--- config.mk ---
export PLATFORM = sky130hd
export DESIGN_NAME = dma_prio_arb
export DESIGN_NICKNAME = d
export VERILOG_FILES = /design/src/rtl/dpa_pkg.sv /design/src/rtl/dpa_ctrl_reg.sv /design/src/rtl/dpa_pick.sv /design/src/rtl/dpa_grant_fsm.sv /design/src/rtl/dma_prio_arb.sv
export SDC_FILE = /design/constraint.sdc
export NUM_CORES = 1
export LEC_CHECK = 0
export BUFFER_PORTS_ARGS = -buffer_cell sky130_fd_sc_hd__buf_4
export CAP_MARGIN = 10
export CORE_UTILIZATION = 42
export CTS_BUF_LIST = sky130_fd_sc_hd__clkbuf_16
export DETAILED_ROUTE_END_ITERATION = 8
export GPL_ROUTABILITY_DRIVEN = 1
export GPL_TIMING_DRIVEN = 0
export PLACE_DENSITY = 0.73
export SLEW_MARGIN = 20
export SYNTH_ARGS = -nofsm -noshare
export SYNTH_HDL_FRONTEND = slang
export SYNTH_SLANG_ARGS = --single-unit
--- constraint.sdc ---
create_clock -name clk -period 2.5 [get_ports clk]
set_input_delay 0.25 -clock clk [delete_from_list [all_inputs] [get_ports clk]]
set_output_delay 0.25 -clock clk [all_outputs]
set_load 0.1 [all_outputs]
--- src/rtl/dpa_pkg.sv ---
package dpa_pkg;
    localparam int NCH     = 4;
    localparam int CW      = $clog2(NCH);
    localparam int RW      = 16;
    localparam int MODE_LO = 8;
    localparam int ERR_BIT = 2;

    typedef enum logic [1:0] {
        MODE_ASC    = 2'b00,
        MODE_SKIP1  = 2'b01,
        MODE_CH2TOP = 2'b10,
        MODE_ROTATE = 2'b11
    } arb_mode_e;

    typedef enum logic [1:0] {
        ST_IDLE  = 2'b00,
        ST_GRANT = 2'b01,
        ST_HALT  = 2'b10
    } arb_state_e;

    // Channel that sits at position r (0 = highest) of the given ordering.
    function automatic logic [CW-1:0] rank_to_ch(input logic [1:0] m,
                                                 input logic [CW-1:0] base,
                                                 input logic [CW-1:0] r);
        logic [CW-1:0] c;
        unique case (m)
            MODE_ASC:   c = r;
            MODE_SKIP1: begin
                unique case (r)
                    2'd0:    c = 2'd0;
                    2'd1:    c = 2'd2;
                    2'd2:    c = 2'd3;
                    default: c = 2'd1;
                endcase
            end
            MODE_CH2TOP: begin
                unique case (r)
                    2'd0:    c = 2'd2;
                    2'd1:    c = 2'd0;
                    2'd2:    c = 2'd1;
                    default: c = 2'd3;
                endcase
            end
            default:    c = base + r;
        endcase
        return c;
    endfunction
endpackage

--- src/rtl/dpa_ctrl_reg.sv ---
module dpa_ctrl_reg
    import dpa_pkg::*;
#(
    parameter int ADDR_W    = 4,
    parameter int CTRL_ADDR = 0
) (
    input  logic              clk,
    input  logic              rst_n,
    input  logic [ADDR_W-1:0] reg_addr,
    input  logic              reg_we,
    input  logic              reg_re,
    input  logic [RW-1:0]     reg_wdata,
    input  logic              err_in,
    output logic [RW-1:0]     reg_rdata,
    output logic [1:0]        mode,
    output logic              err_flag
);
    logic hit;
    logic armed_q;

    assign hit = (reg_addr == ADDR_W'(CTRL_ADDR));

    always_ff @(posedge clk) begin
        if (!rst_n) begin
            mode     <= MODE_ASC;
            err_flag <= 1'b0;
            armed_q  <= 1'b0;
        end else begin
            if (hit && reg_we)
                mode <= reg_wdata[MODE_LO+1:MODE_LO];
            // Fault report wins over a simultaneous clearing write.
            if (err_in)
                err_flag <= 1'b1;
            else if (hit && reg_we && armed_q && !reg_wdata[ERR_BIT])
                err_flag <= 1'b0;
            // The clear is armed by a read that saw the flag; any write disarms it.
            if (hit && reg_we)
                armed_q <= 1'b0;
            else if (hit && reg_re && err_flag)
                armed_q <= 1'b1;
        end
    end

    always_comb begin
        reg_rdata = '0;
        if (hit && reg_re) begin
            reg_rdata[MODE_LO+1:MODE_LO] = mode;
            reg_rdata[ERR_BIT]           = err_flag;
        end
    end

    assert_flag_src_R10: assert property (@(posedge clk) disable iff (!rst_n)
        $rose(err_flag) |-> $past(err_in));
    assert_clear_seq_R11: assert property (@(posedge clk) disable iff (!rst_n)
        $fell(err_flag) |-> ($past(hit && reg_we && !reg_wdata[ERR_BIT]) && $past(armed_q)));
    assert_rsv_zero_R3: assert property (@(posedge clk) disable iff (!rst_n)
        (reg_rdata & ~(RW'(3) << MODE_LO) & ~(RW'(1) << ERR_BIT)) == '0);
    assert_miss_reads0_R12: assert property (@(posedge clk) disable iff (!rst_n)
        !hit |-> reg_rdata == '0);
endmodule

--- src/rtl/dpa_pick.sv ---
module dpa_pick
    import dpa_pkg::*;
(
    input  logic [NCH-1:0] req,
    input  logic [1:0]     mode,
    input  logic [CW-1:0]  base,
    output logic           any,
    output logic [CW-1:0]  sel
);
    logic [CW-1:0] rank_ch [NCH];

    for (genvar g = 0; g < NCH; g++) begin : g_rank
        assign rank_ch[g] = rank_to_ch(mode, base, CW'(g));
    end

    // Walk from lowest rank to highest so the highest requester wins.
    always_comb begin
        any = 1'b0;
        sel = '0;
        for (int k = NCH - 1; k >= 0; k--) begin
            if (req[rank_ch[k]]) begin
                any = 1'b1;
                sel = rank_ch[k];
            end
        end
    end
endmodule

--- src/rtl/dpa_grant_fsm.sv ---
module dpa_grant_fsm
    import dpa_pkg::*;
(
    input  logic           clk,
    input  logic           rst_n,
    input  logic           any,
    input  logic [CW-1:0]  sel,
    input  logic [1:0]     mode,
    input  logic           done,
    input  logic           err_in,
    input  logic           err_flag,
    output logic [NCH-1:0] gnt,
    output logic [CW-1:0]  base
);
    arb_state_e    state_q, state_d;
    logic [CW-1:0] sel_q;
    logic          stop;

    assign stop = err_in || err_flag;

    always_comb begin
        state_d = state_q;
        unique case (state_q)
            ST_IDLE:  if (stop) state_d = ST_HALT;
                      else if (any) state_d = ST_GRANT;
            ST_GRANT: if (stop) state_d = ST_HALT;
                      else if (done) state_d = ST_IDLE;
            ST_HALT:  if (!stop) state_d = ST_IDLE;
            default:  state_d = ST_IDLE;
        endcase
    end

    always_ff @(posedge clk) begin
        if (!rst_n) begin
            state_q <= ST_IDLE;
            sel_q   <= '0;
            base    <= '0;
        end else begin
            state_q <= state_d;
            if (state_q == ST_IDLE && state_d == ST_GRANT)
                sel_q <= sel;
            if (state_q == ST_GRANT && state_d == ST_IDLE && mode == MODE_ROTATE)
                base <= sel_q + CW'(1);
        end
    end

    always_comb begin
        gnt = '0;
        if (state_q == ST_GRANT && !err_in)
            gnt = NCH'(1) << sel_q;
    end

    assert_gnt_onehot_R8: assert property (@(posedge clk) disable iff (!rst_n)
        $onehot0(gnt));
    assert_gnt_hold_R8: assert property (@(posedge clk) disable iff (!rst_n)
        (gnt != '0 && !done) |=> (err_in || gnt == $past(gnt)));
    assert_gap_after_done_R8: assert property (@(posedge clk) disable iff (!rst_n)
        (gnt != '0 && done) |=> gnt == '0);
    assert_halt_nognt_R9: assert property (@(posedge clk) disable iff (!rst_n)
        (err_flag || err_in) |-> gnt == '0);
endmodule

--- src/rtl/dma_prio_arb.sv ---
module dma_prio_arb
    import dpa_pkg::*;
#(
    parameter int ADDR_W    = 4,
    parameter int CTRL_ADDR = 0
) (
    input  logic              clk,
    input  logic              rst_n,
    input  logic [3:0]        req,
    input  logic              done,
    input  logic              addr_err,
    output logic [3:0]        gnt,
    input  logic [ADDR_W-1:0] reg_addr,
    input  logic              reg_we,
    input  logic              reg_re,
    input  logic [15:0]       reg_wdata,
    output logic [15:0]       reg_rdata
);
    logic [1:0]    mode;
    logic          err_flag;
    logic          any;
    logic [CW-1:0] sel;
    logic [CW-1:0] base;

    dpa_ctrl_reg #(.ADDR_W(ADDR_W), .CTRL_ADDR(CTRL_ADDR)) u_reg (
        .clk(clk), .rst_n(rst_n), .reg_addr(reg_addr), .reg_we(reg_we),
        .reg_re(reg_re), .reg_wdata(reg_wdata), .err_in(addr_err),
        .reg_rdata(reg_rdata), .mode(mode), .err_flag(err_flag)
    );

    dpa_pick u_pick (
        .req(req), .mode(mode), .base(base), .any(any), .sel(sel)
    );

    dpa_grant_fsm u_fsm (
        .clk(clk), .rst_n(rst_n), .any(any), .sel(sel), .mode(mode),
        .done(done), .err_in(addr_err), .err_flag(err_flag),
        .gnt(gnt), .base(base)
    );

    assert_gnt_from_req_R8: assert property (@(posedge clk) disable iff (!rst_n)
        $rose(|gnt) |-> (gnt & $past(req)) != '0);
endmodule

### Word level (Yosys, flattened, before mapping)

Index checks and enable logic that the tools add are counted.

| storage, ports and cells | value |
|---|---|
| register bits | 10 |
| output and inout port bits | 20 |

| cells by class | value |
|---|---|
| $add $sub $neg | 4 |
| magnitude comparators | 4 |
| equality and inequality tests | 6 |
| shift operators | 1 |
| multiplexer cells | 31 |
| bitwise operators | 1 |
| reduce and logical (&&, ||, !) cells | 20 |

Operators by type and width:

| cell | count |
|---|---|
| 2-bit 2-to-1 mux | 10 |
| 2-bit case mux with 3 select lines | 3 |
| 2-bit by 3-bit less-than comparator with 1-bit output, second input constant | 4 |
| 1-bit 2-to-1 mux | 11 |
| 1-bit logical AND | 9 |
| 1-bit binary-select mux with 2-bit select | 4 |
| 2-bit case mux with 2 select lines | 2 |
| 2-bit by 1-bit == test with 1-bit output, second input constant | 3 |
| 2-bit == test, second input constant | 3 |
| 2-bit logical NOT | 3 |
| 2-bit OR reduction | 3 |
| 2-bit by 1-bit adder with 2-bit output, second input constant | 2 |
| 2-bit adder, second input constant | 2 |
| 4-bit logical NOT | 1 |
| 4-bit 2-to-1 mux | 1 |
| 1-bit by 2-bit left shift with 4-bit output, first input constant | 1 |
| 1-bit logical NOT | 2 |
| 2-bit nonzero test | 1 |
| 1-bit logical OR | 1 |
| 1-bit NOT | 1 |

### Longest topological paths before layout

Gate-level depths: netlist of run 1.

| logic depth | value |
|---|---|
| depth after elaboration | 15 |
| gate-level depth with buffers | 8 |

### By module

Synthesis of run 1 repeated with hierarchy kept, for this count alone.

| unflattened totals | value |
|---|---|
| cell total of the unflattened synthesis | 143 |
| area total of the unflattened synthesis | 1,249.9 um^2 |

Modules (own cells, without submodules):

| module | instances | cells an instance | area an instance (um^2) | seq. area each (um^2) |
|---|---|---|---|---|
| dpa_pick | 1 | 71 | 571.8 | 0.0 |
| dpa_grant_fsm | 1 | 39 | 386.6 | 120.1 |
| dpa_ctrl_reg | 1 | 33 | 291.5 | 80.1 |

### Worst setup path before layout of run 1

OpenSTA, ideal clock, no wires.

| timing path | value |
|---|---|
| path kind | register to register |
| from | register u_reg.mode[0] |
| to | register u_fsm.sel_q[1] |
| arrival | 2,369 ps |
| data required time | 2,347 ps |
| path slack | -22 ps |
| stages on the path, launching flop included | 9 |
| buffers on the path | 0 |
| clock period less this slack | 2,522 ps |
| cells stage by stage | dfxtp_1 inv_1 ha_1 nand2b_1 a21boi_1 mux4_2 or4_4 a21oi_1 a311oi_2 |

| on the way | value |
|---|---|
| longest elaborated chain between the ends | 14 |
| elaborated cells between the ends (all ways) | 30 |

Ends and longest elaborated chain:

| item | line | text |
|---|---|---|
| start: declaration | dpa_ctrl_reg.sv:15 | `output logic [1:0] mode,` |
| start signal: assignment | dpa_ctrl_reg.sv:30 | `mode <= reg_wdata[MODE_LO+1:MODE_LO];` |
| 2-bit == test or 2-bit logical NOT (tied branches) | dpa_pkg.sv:26 | `unique case (m)` |
| 2-bit OR reduction (no source line) | - |  |
| 2-bit case mux with 2 select lines | dpa_pkg.sv:26 |  |
| 1-bit binary-select mux with 2-bit select | dpa_pick.sv:21 | `if (req[rank_ch[k]]) begin` |
| 1-bit 2-to-1 mux (not written as such) | dpa_pick.sv:21 |  |
| 1-bit 2-to-1 mux (4 in a row) | dpa_pick.sv:21 |  |
| 2-bit 2-to-1 mux | dpa_grant_fsm.sv:25 | `else if (any) state_d = ST_GRANT;` |
| 2-bit 2-to-1 mux | dpa_grant_fsm.sv:24 | `ST_IDLE: if (stop) state_d = ST_HALT;` |
| 2-bit case mux with 3 select lines | dpa_grant_fsm.sv:23 | `unique case (state_q)` |
| 2-bit by 1-bit == test with 1-bit output | dpa_grant_fsm.sv:40 | `if (state_q == ST_IDLE && state_d == ST_GRANT)` |
| 1-bit logical AND | dpa_grant_fsm.sv:40 |  |
| end signal: assignment | dpa_grant_fsm.sv:41 | `sel_q <= sel;` |
| end: declaration | dpa_grant_fsm.sv:16 | `logic [CW-1:0] sel_q;` |

Parallel ways exist; a longest one is shown, timed or not. The select of a mux whose other input is x is not followed.
A chain may end at the register's enable or synchronous reset.

### Worst setup path in the final report of run 1

| timing path | value |
|---|---|
| from | register u_reg.mode[1] |
| to | register u_fsm.sel_q[1] |

Same word-level chain as after synthesis.

==> summary.txt, run 1 <==
Run status
  • Status: complete, no violations

CTS
  • CTS tree: done
  • Clock root cell: clkbuf_16
  • Num CTS Buffers: 3
  • Clock latency on the worst-skew pair: 0.23 ns
  • H-Tree Depth: 1
  • CTS max path bufs: 2
  • CTS Sinks: 10
  • Clk pin slew, worst setup/hold paths: 0.04 ns

Worst setup path
  • Startpoint type of the worst setup path: register
  • Buf+Inv Stages, Crit Path: 1
  • Crit path to: u_fsm.sel_q[1]
  • Kind of critical path: register to register
  • Crit-path leading delay family: simple AND/OR/NAND/NOR gates
  • WP depth: 8
  • Reg2reg path depth: 8
  • Setup crit end kind: register
  • CP max stage delay: 0.57 ns
  • Crit path from: u_reg.mode[1]
  • FF-to-FF End: u_fsm.sel_q[1]
  • Crit path cell chain: inv_1 > ha_4 > nand2b_1 > a21boi_4 > mux4_2 > or4_4 > a21oi_4 > a311oi_2
  • Critical Path Fanout Max: 6
  • R2R Path Start: u_reg.mode[1]
  • Crit path required time: 2.56 ns
  • Slowest cell on crit path: or4_4
  • CP arrival: 2.47 ns
  • Flop-to-flop setup slack: 0.1 ns

Pwr
  • Max rail drop VDD: 0.000450 V
  • Power Density: 433 nW/um2
  • Total power: 0.000645 W
  • Pleak: 0.699 nW

Yosys
  • Adder-cell share of the synthesized area: 0.105
  • Post-synthesis register bit count: 10
  • Largest family of logic cells by synthesized area: simple AND/OR/NAND/NOR gates
  • Seq/Total Area, Yosys: 0.187
  • Syn Area/Cell: 7.86 um2
  • Mux cell area share after synthesis: 0.145
  • Simple-Gate Fraction of Synth Area: 0.232
  • Compound-Gate Fraction of Synth Area: 0.186
  • Post-Syn Area: 1070 um2
  • Synth cell types: 39
  • Post-Synth XOR/XNOR Area: 0.00820
  • Synth warn: 0
  • Cells after synthesis: 136

Timing
  • Least-Margin Pin Slew: 0.913 ns
  • Fmax: 416 MHz
  • Min Hold Slack: 0.274 ns
  • Post-Route Skew: 0.00306 ns
  • RSZ-0062 raised after global routing: false
  • Endpoints failing setup: 0
  • Crit share post-route: 0.961
  • Final setup TNS: 0 ns
  • Max_slew headroom: 0.386
  • Pins Over Slew Limit: 0
  • Final Hold Fails: 0
  • Tmin final: 2.40 ns

Floorplan
  • Row cnt: 17
  • Core ar.: 2300 um2
  • Die width: 52.4 um
  • Top-Level Pins: 50
  • Initial core utilization: 0.465
  • Die area: 2750 um2
  • Die height: 52.4 um

Placed design
  • Placed wire-length estimate: 1.91 mm
  • PortBufs: 23
  • RD Place Congestion: 0.849
  • DP Cell Count: 199

Final layout
  • Layout fillers: 196
  • Diode count: 0
  • Post-layout net count: 219
  • Layout cell share with drive strength beyond 1: 0.343
  • Area Growth Syn to Fin: 39.2%
  • Layout Cells excl Fill: 206
  • FF+latch area: 208 um2
  • Multi-input logic area: 826 um2

Global route
  • Gr ovfl total: 0
  • First-pass GRT wire length: 4.25 mm
  • Global Route Usage Sum: 0.208
  • Initial antenna violation count: 0
  • Largest net degree at the start of global routing: 11
  • Vias in the first global route: 1023

Route
  • WL/cell: 12.1 um
  • DRC viols: 0
  • Post-DRT Antenna Nets: 0
  • DRT Pass-1 Iters: 4
  • Iter 0 DRT Violations: 35
  • Routed WL: 2.49 mm
  • Vias per cell: 5.30
  • DR vias: 1092

Min path
  • Worst min-delay path class: input port to register
  • Hold Crit Depth: 3

Run
  • Max-cap violations: 0
-- per-layer routing --
metal,up-vias,track usage,routed length [um]
met3,5,0.0580,229
met4,0,0.0702,40
li1,549,-,-
met5,-,0,0
met1,476,0.232,976
met2,62,0.371,1250
-- final cells by class --
| cell class | count | area share |
|---|---|---|
| multi-input combinational | 115 | 0.555 |
| tap | 28 | 0.0235 |
| buffer | 16 | 0.0774 |
| sequential | 10 | 0.140 |
| timing repair buffer | 27 | 0.136 |
| clock buffer | 3 | 0.0505 |
| inverter | 7 | 0.0177 |
-- synthesized netlist by cell type --
master	instances	area share
a32oi_1	2	0.016
or3_1	1	0.0059
nand3_1	4	0.019
buf_4	14	0.098
a311oi_2	1	0.014
and3_1	3	0.018
buf_2	2	0.0094
nor4_1	3	0.018
nand4b_1	1	0.0082
nand2_1	14	0.049
or2_2	1	0.0059
ha_1	9	0.11
conb_1	1	0.0035
inv_2	1	0.0035
o21ai_0	4	0.019
nor2_1	12	0.042
o22ai_1	1	0.0059
and2_1	5	0.029
a211oi_1	2	0.014
a21oi_1	8	0.037
o32a_1	1	0.0094
mux2i_1	11	0.10
mux4_2	1	0.021
o2111ai_1	1	0.0082
a21boi_1	1	0.0070
o2111a_1	1	0.011
xor2_1	1	0.0082
nand2b_1	3	0.018
o221ai_1	1	0.0082
a21boi_0	1	0.0070
o22a_1	1	0.0082
o211a_1	1	0.0094
mux2_2	2	0.021
dfxtp_1	10	0.19
a21o_1	1	0.0070
nor3_1	2	0.0094
inv_1	6	0.021
o21ai_1	1	0.0047
or4_4	1	0.011
-- worst min-delay path, delay by kind of cell --
kind | cells | cell delay (ns)
AO/OA/AOI/OAI | 1 | 0.05
AND/OR/NAND/NOR | 1 | 0.06
buffers and inverters | 1 | 0.11
-- flip-flops by register name (all words and copies together) (netlist names) --
name,cells
u_reg.mode,2
u_reg.err_flag,1
u_reg.armed_q,1
u_fsm.base,2
u_fsm.state_q,2
u_fsm.sel_q,2
-- cell usage in the layout, fill, tap and decap left out, types with 3 or more instances in the layout --
cell type,instances
a21oi_1,7
and2_1,5
and3_1,3
buf_4,41
clkbuf_16,3
conb_1,13
dfxtp_1,8
ha_1,7
inv_1,6
mux2i_1,10
nand2_1,13
nand2b_1,3
nand3_1,4
nor2_1,12
nor4_1,3
o21ai_0,4
-- report_power, final --
part	internal, W	leakage, nW	total (W)	switching [W]
clock network	0.000207	0.0370	0.000276	0.0000689
registers	0.000165	0.0832	0.000172	0.00000762
logic	0.0000611	0.579	0.000197	0.000135
-- logic make-up (layout without fill, tap and decap cells) --
kind of cell               after synthesis  in the layout
and+or+nand+nor                         50             50
AOI/OAI and AO/OA                       28             28
buffers and inverters                   23             53
muxes                                   14             14
DFF                                     10             10
adders and majority gates                9              9
other                                    1             13
xor gates and xnor gates                 1              1
-- per-stage QoR --
stage,util,area (um2),setup WS (ns)
6_report,0.648,1490,0.0977
4_1_cts,0.622,1430,0.0152
2_1_floorplan,-,1120,0.0532
3_3_place_gp,0.577,1330,-0.0927
5_1_grt,0.648,1490,0.0139
3_5_place_dp,0.577,1330,-0.139
-- worst min path at each step --
stage                             start        endpoint  slack [ns]
after global placement    u_reg.armed_q   u_reg.armed_q        0.49
after detailed placement  u_reg.armed_q   u_reg.armed_q        0.49
after CTS                  reg_wdata[9]   u_reg.mode[1]        0.27
final                      reg_wdata[9]   u_reg.mode[1]        0.27
after global routing       reg_wdata[9]   u_reg.mode[1]        0.29
after floorplan                addr_err  u_reg.err_flag        0.37
-- timing repair --
| item | in CTS | in global routing |
|---|---|---|
| gates resized for setup | 7 | 6 |
| endpoints found under the setup margin | 3 | 3 |
| buffers inserted | 1 | 3 |
| hold buffers | 0 | 0 |
| pin swaps | 0 | 2 |
Note: power is estimated with default switching activity, not from simulation.
==> inputs of run 2 (changes only) <==
--- a/config.mk
+++ b/config.mk
@@ -5,6 +5,7 @@
 export SDC_FILE = /design/constraint.sdc
 export NUM_CORES = 1
 export LEC_CHECK = 0
+export ABC_AREA = 1
 export BUFFER_PORTS_ARGS = -buffer_cell sky130_fd_sc_hd__buf_4
 export CAP_MARGIN = 10
 export CORE_UTILIZATION = 42
@@ -13,6 +14,7 @@
 export GPL_ROUTABILITY_DRIVEN = 1
 export GPL_TIMING_DRIVEN = 0
 export PLACE_DENSITY = 0.73
+export SKIP_CTS_REPAIR_TIMING = 1
 export SLEW_MARGIN = 20
 export SYNTH_ARGS = -nofsm -noshare
 export SYNTH_HDL_FRONTEND = slang
==> summary.txt, run 2 <==
Global route
  • Initial antenna violation count: 0
  • Global Route Usage Sum: 0.168
  • Met1 usage: 0.206
  • Largest net degree at the start of global routing: 11
  • Gr ovfl total: 0
  • GR Util met2: 0.295
  • Busiest grt layer: met2
  • M3 GR Usage: 0.0431
  • Vias in the first global route: 887
  • First-pass GRT wire length: 3.52 mm

Worst setup path
  • Setup crit end kind: register
  • CP arrival: 2.00 ns
  • Kind of critical path: register to register
  • WP depth: 13
  • Reg2reg path depth: 13
  • Critical Path Fanout Max: 7
  • Slowest cell on crit path: dfxtp_1
  • CP max stage delay: 0.37 ns
  • Crit path required time: 2.68 ns
  • Most frequent CP cell: nand2_1
  • Startpoint type of the worst setup path: register
  • Buf+Inv Stages, Crit Path: 2
  • Crit-path leading delay family: simple AND/OR/NAND/NOR gates
  • Crit path cell chain: inv_1 > ha_1 > o21ai_0 > nand2_1 > nand2_1 > nand2_1 > nor2_2 > nand2_2 > nand2_4 > nand3_2 > nand2_1 > inv_1 > nor2_1

Final layout
  • Commonest non-fill, non-tap cells in the layout: nand2_1, buf_4, inv_1, nor2_1, conb_1
  • Post-layout net count: 256
  • Diode count: 0
  • Layout cell share with drive strength beyond 1: 0.278
  • Final Util: 0.577
  • Area Growth Syn to Fin: 30.5%
  • Leading cell type in the layout, fill and taps excluded: nand2_1

CTS
  • Clock latency on the worst-skew pair: 0.24 ns
  • Num CTS Buffers: 3
  • H-Tree Depth: 1
  • Clk pin slew, worst setup/hold paths: 0.04 ns
  • CTS tree: done
  • CTS max path bufs: 2
  • Clock root cell: clkbuf_16
  • CTS Sinks: 10

Timing
  • Post-Route Skew: 0.00638 ns
  • Final setup TNS: 0 ns
  • Pins Over Slew Limit: 0
  • Fmax: 549 MHz
  • Endpoints failing setup: 0
  • Final Hold Fails: 0
  • RSZ-0062 raised after global routing: false
  • Crit share post-route: 0.729
  • Tmin final: 1.82 ns

Floorplan
  • Core ar.: 2480 um2
  • Die width: 53.1 um
  • Row cnt: 18
  • Initial core utilization: 0.442
  • Die area: 2820 um2
  • Top-Level Pins: 50
  • Die height: 53.1 um

Run status
  • Status: complete, no violations

Pwr
  • Switching power: 0.000234 W
  • Power Density: 470 nW/um2
  • Seq pwr share: 0.260
  • Clock power share: 0.428
  • Comb power frac: 0.312
  • Pint: 0.000438 W
  • Max rail drop VDD: 0.000662 V
  • Pleak: 0.818 nW
  • Switch share: 0.348

Route
  • Iter 0 DRT Violations: 26
  • DR vias: 1096
  • Vias per cell: 4.46
  • DRT Pass-1 Iters: 4
  • WL/cell: 8.48 um
  • Post-DRT Antenna Nets: 0
  • Routed WL: 2.09 mm
  • DRC viols: 0

Yosys
  • Synth cell types: 27
  • Commonest cells in the netlist: nand2_1, inv_1, nor2_1
  • Number of enable flip-flop cells after synthesis: 0
  • Post-Syn Area: 1100 um2
  • Count leader, synth: nand2_1
  • Ys async rst share: 0
  • Top post-synthesis cells by area: dfxtp_1, nand2_1, ha_1, inv_1, buf_4
  • Most used DFF post-synth: dfxtp_1
  • Top cell type by total area after synthesis: dfxtp_1
  • Cells after synthesis: 177
  • Seq/Total Area, Yosys: 0.183
  • Post-synthesis register bit count: 10
  • Synth warn: 0
  • Syn Area/Cell: 6.19 um2
  • Synth top area share: 0.183

Min path
  • Worst min-delay path class: input port to register
  • Hold Crit Depth: 3

Placed design
  • RD Place Congestion: 0.865
  • PortBufs: 23
  • Placed wire-length estimate: 1.73 mm

Run
  • Max-cap violations: 0
run 2: layer usage:
metal / vias up / part of all wire
met1: 466 / 0.48
met4: 0 / 0
met5: - / 0
met3: 0 / 0.047
li1: 602 / -
met2: 28 / 0.48
run 2: path summary, 6_finish.rpt:
path	slack (ns)	end	startpoint
worst max-delay path	0.68	u_fsm.base[1]	u_reg.mode[0]
worst min-delay path	0.28	u_fsm.base[0]	rst_n
worst max register to register	0.68	u_fsm.base[1]	u_reg.mode[0]
worst min register to register	0.44	u_reg.err_flag	u_reg.armed_q
run 2: kinds of logic after synthesis:
group                    synth area share
other                             0.00342
buffers and inverters               0.208
AND/OR/NAND/NOR                     0.410
flip-flops                          0.183
AO/OA/AOI/OAI                      0.0936
adder cells (fa/ha/maj)             0.103
run 2: power groups by stage:
stage / Combinational [W] / Sequential, W / Clock (W)
2_1_floorplan: 0.000174 / 0.000175 / 0
3_3_place_gp: 0.000208 / 0.000177 / 0
3_5_place_dp: 0.000209 / 0.000177 / 0
4_1_cts: 0.000210 / 0.000175 / 0.000292
5_1_grt: 0.000228 / 0.000175 / 0.000303
6_report: 0.000210 / 0.000175 / 0.000288
run 2: area by class of cell:
cell class | instances | area [um2]
fill | 237 | 1050
multi-input combinational | 134 | 713
sequential | 10 | 200
timing repair buffer | 23 | 173
inverter | 31 | 119
buffer | 14 | 109
clock buffer | 3 | 75.1
tap | 30 | 37.5
clock inverter | 1 | 3.75
run 2: worst min-delay path, delay by kind of cell:
family / cells / cell delay, ns
buf+inv: 1 / 0.13
simple gates: 2 / 0.09
run 2: per-stage QoR:
| stage | worst slack, ns | hold WS, ns | cells | instance area [um2] | power [W] |
|---|---|---|---|---|---|
| final | 0.678 | 0.282 | 246 | 1430 | 0.000672 |
| after floorplan | 0.160 | 0.371 | 189 | 1140 | 0.000349 |
| after CTS | 0.649 | 0.282 | 246 | 1430 | 0.000677 |
| after detailed placement | 0.653 | 0.442 | 242 | 1350 | 0.000386 |
| after global routing | 0.425 | 0.296 | 246 | 1430 | 0.000707 |
| after global placement | 0.672 | 0.440 | 242 | 1350 | 0.000385 |
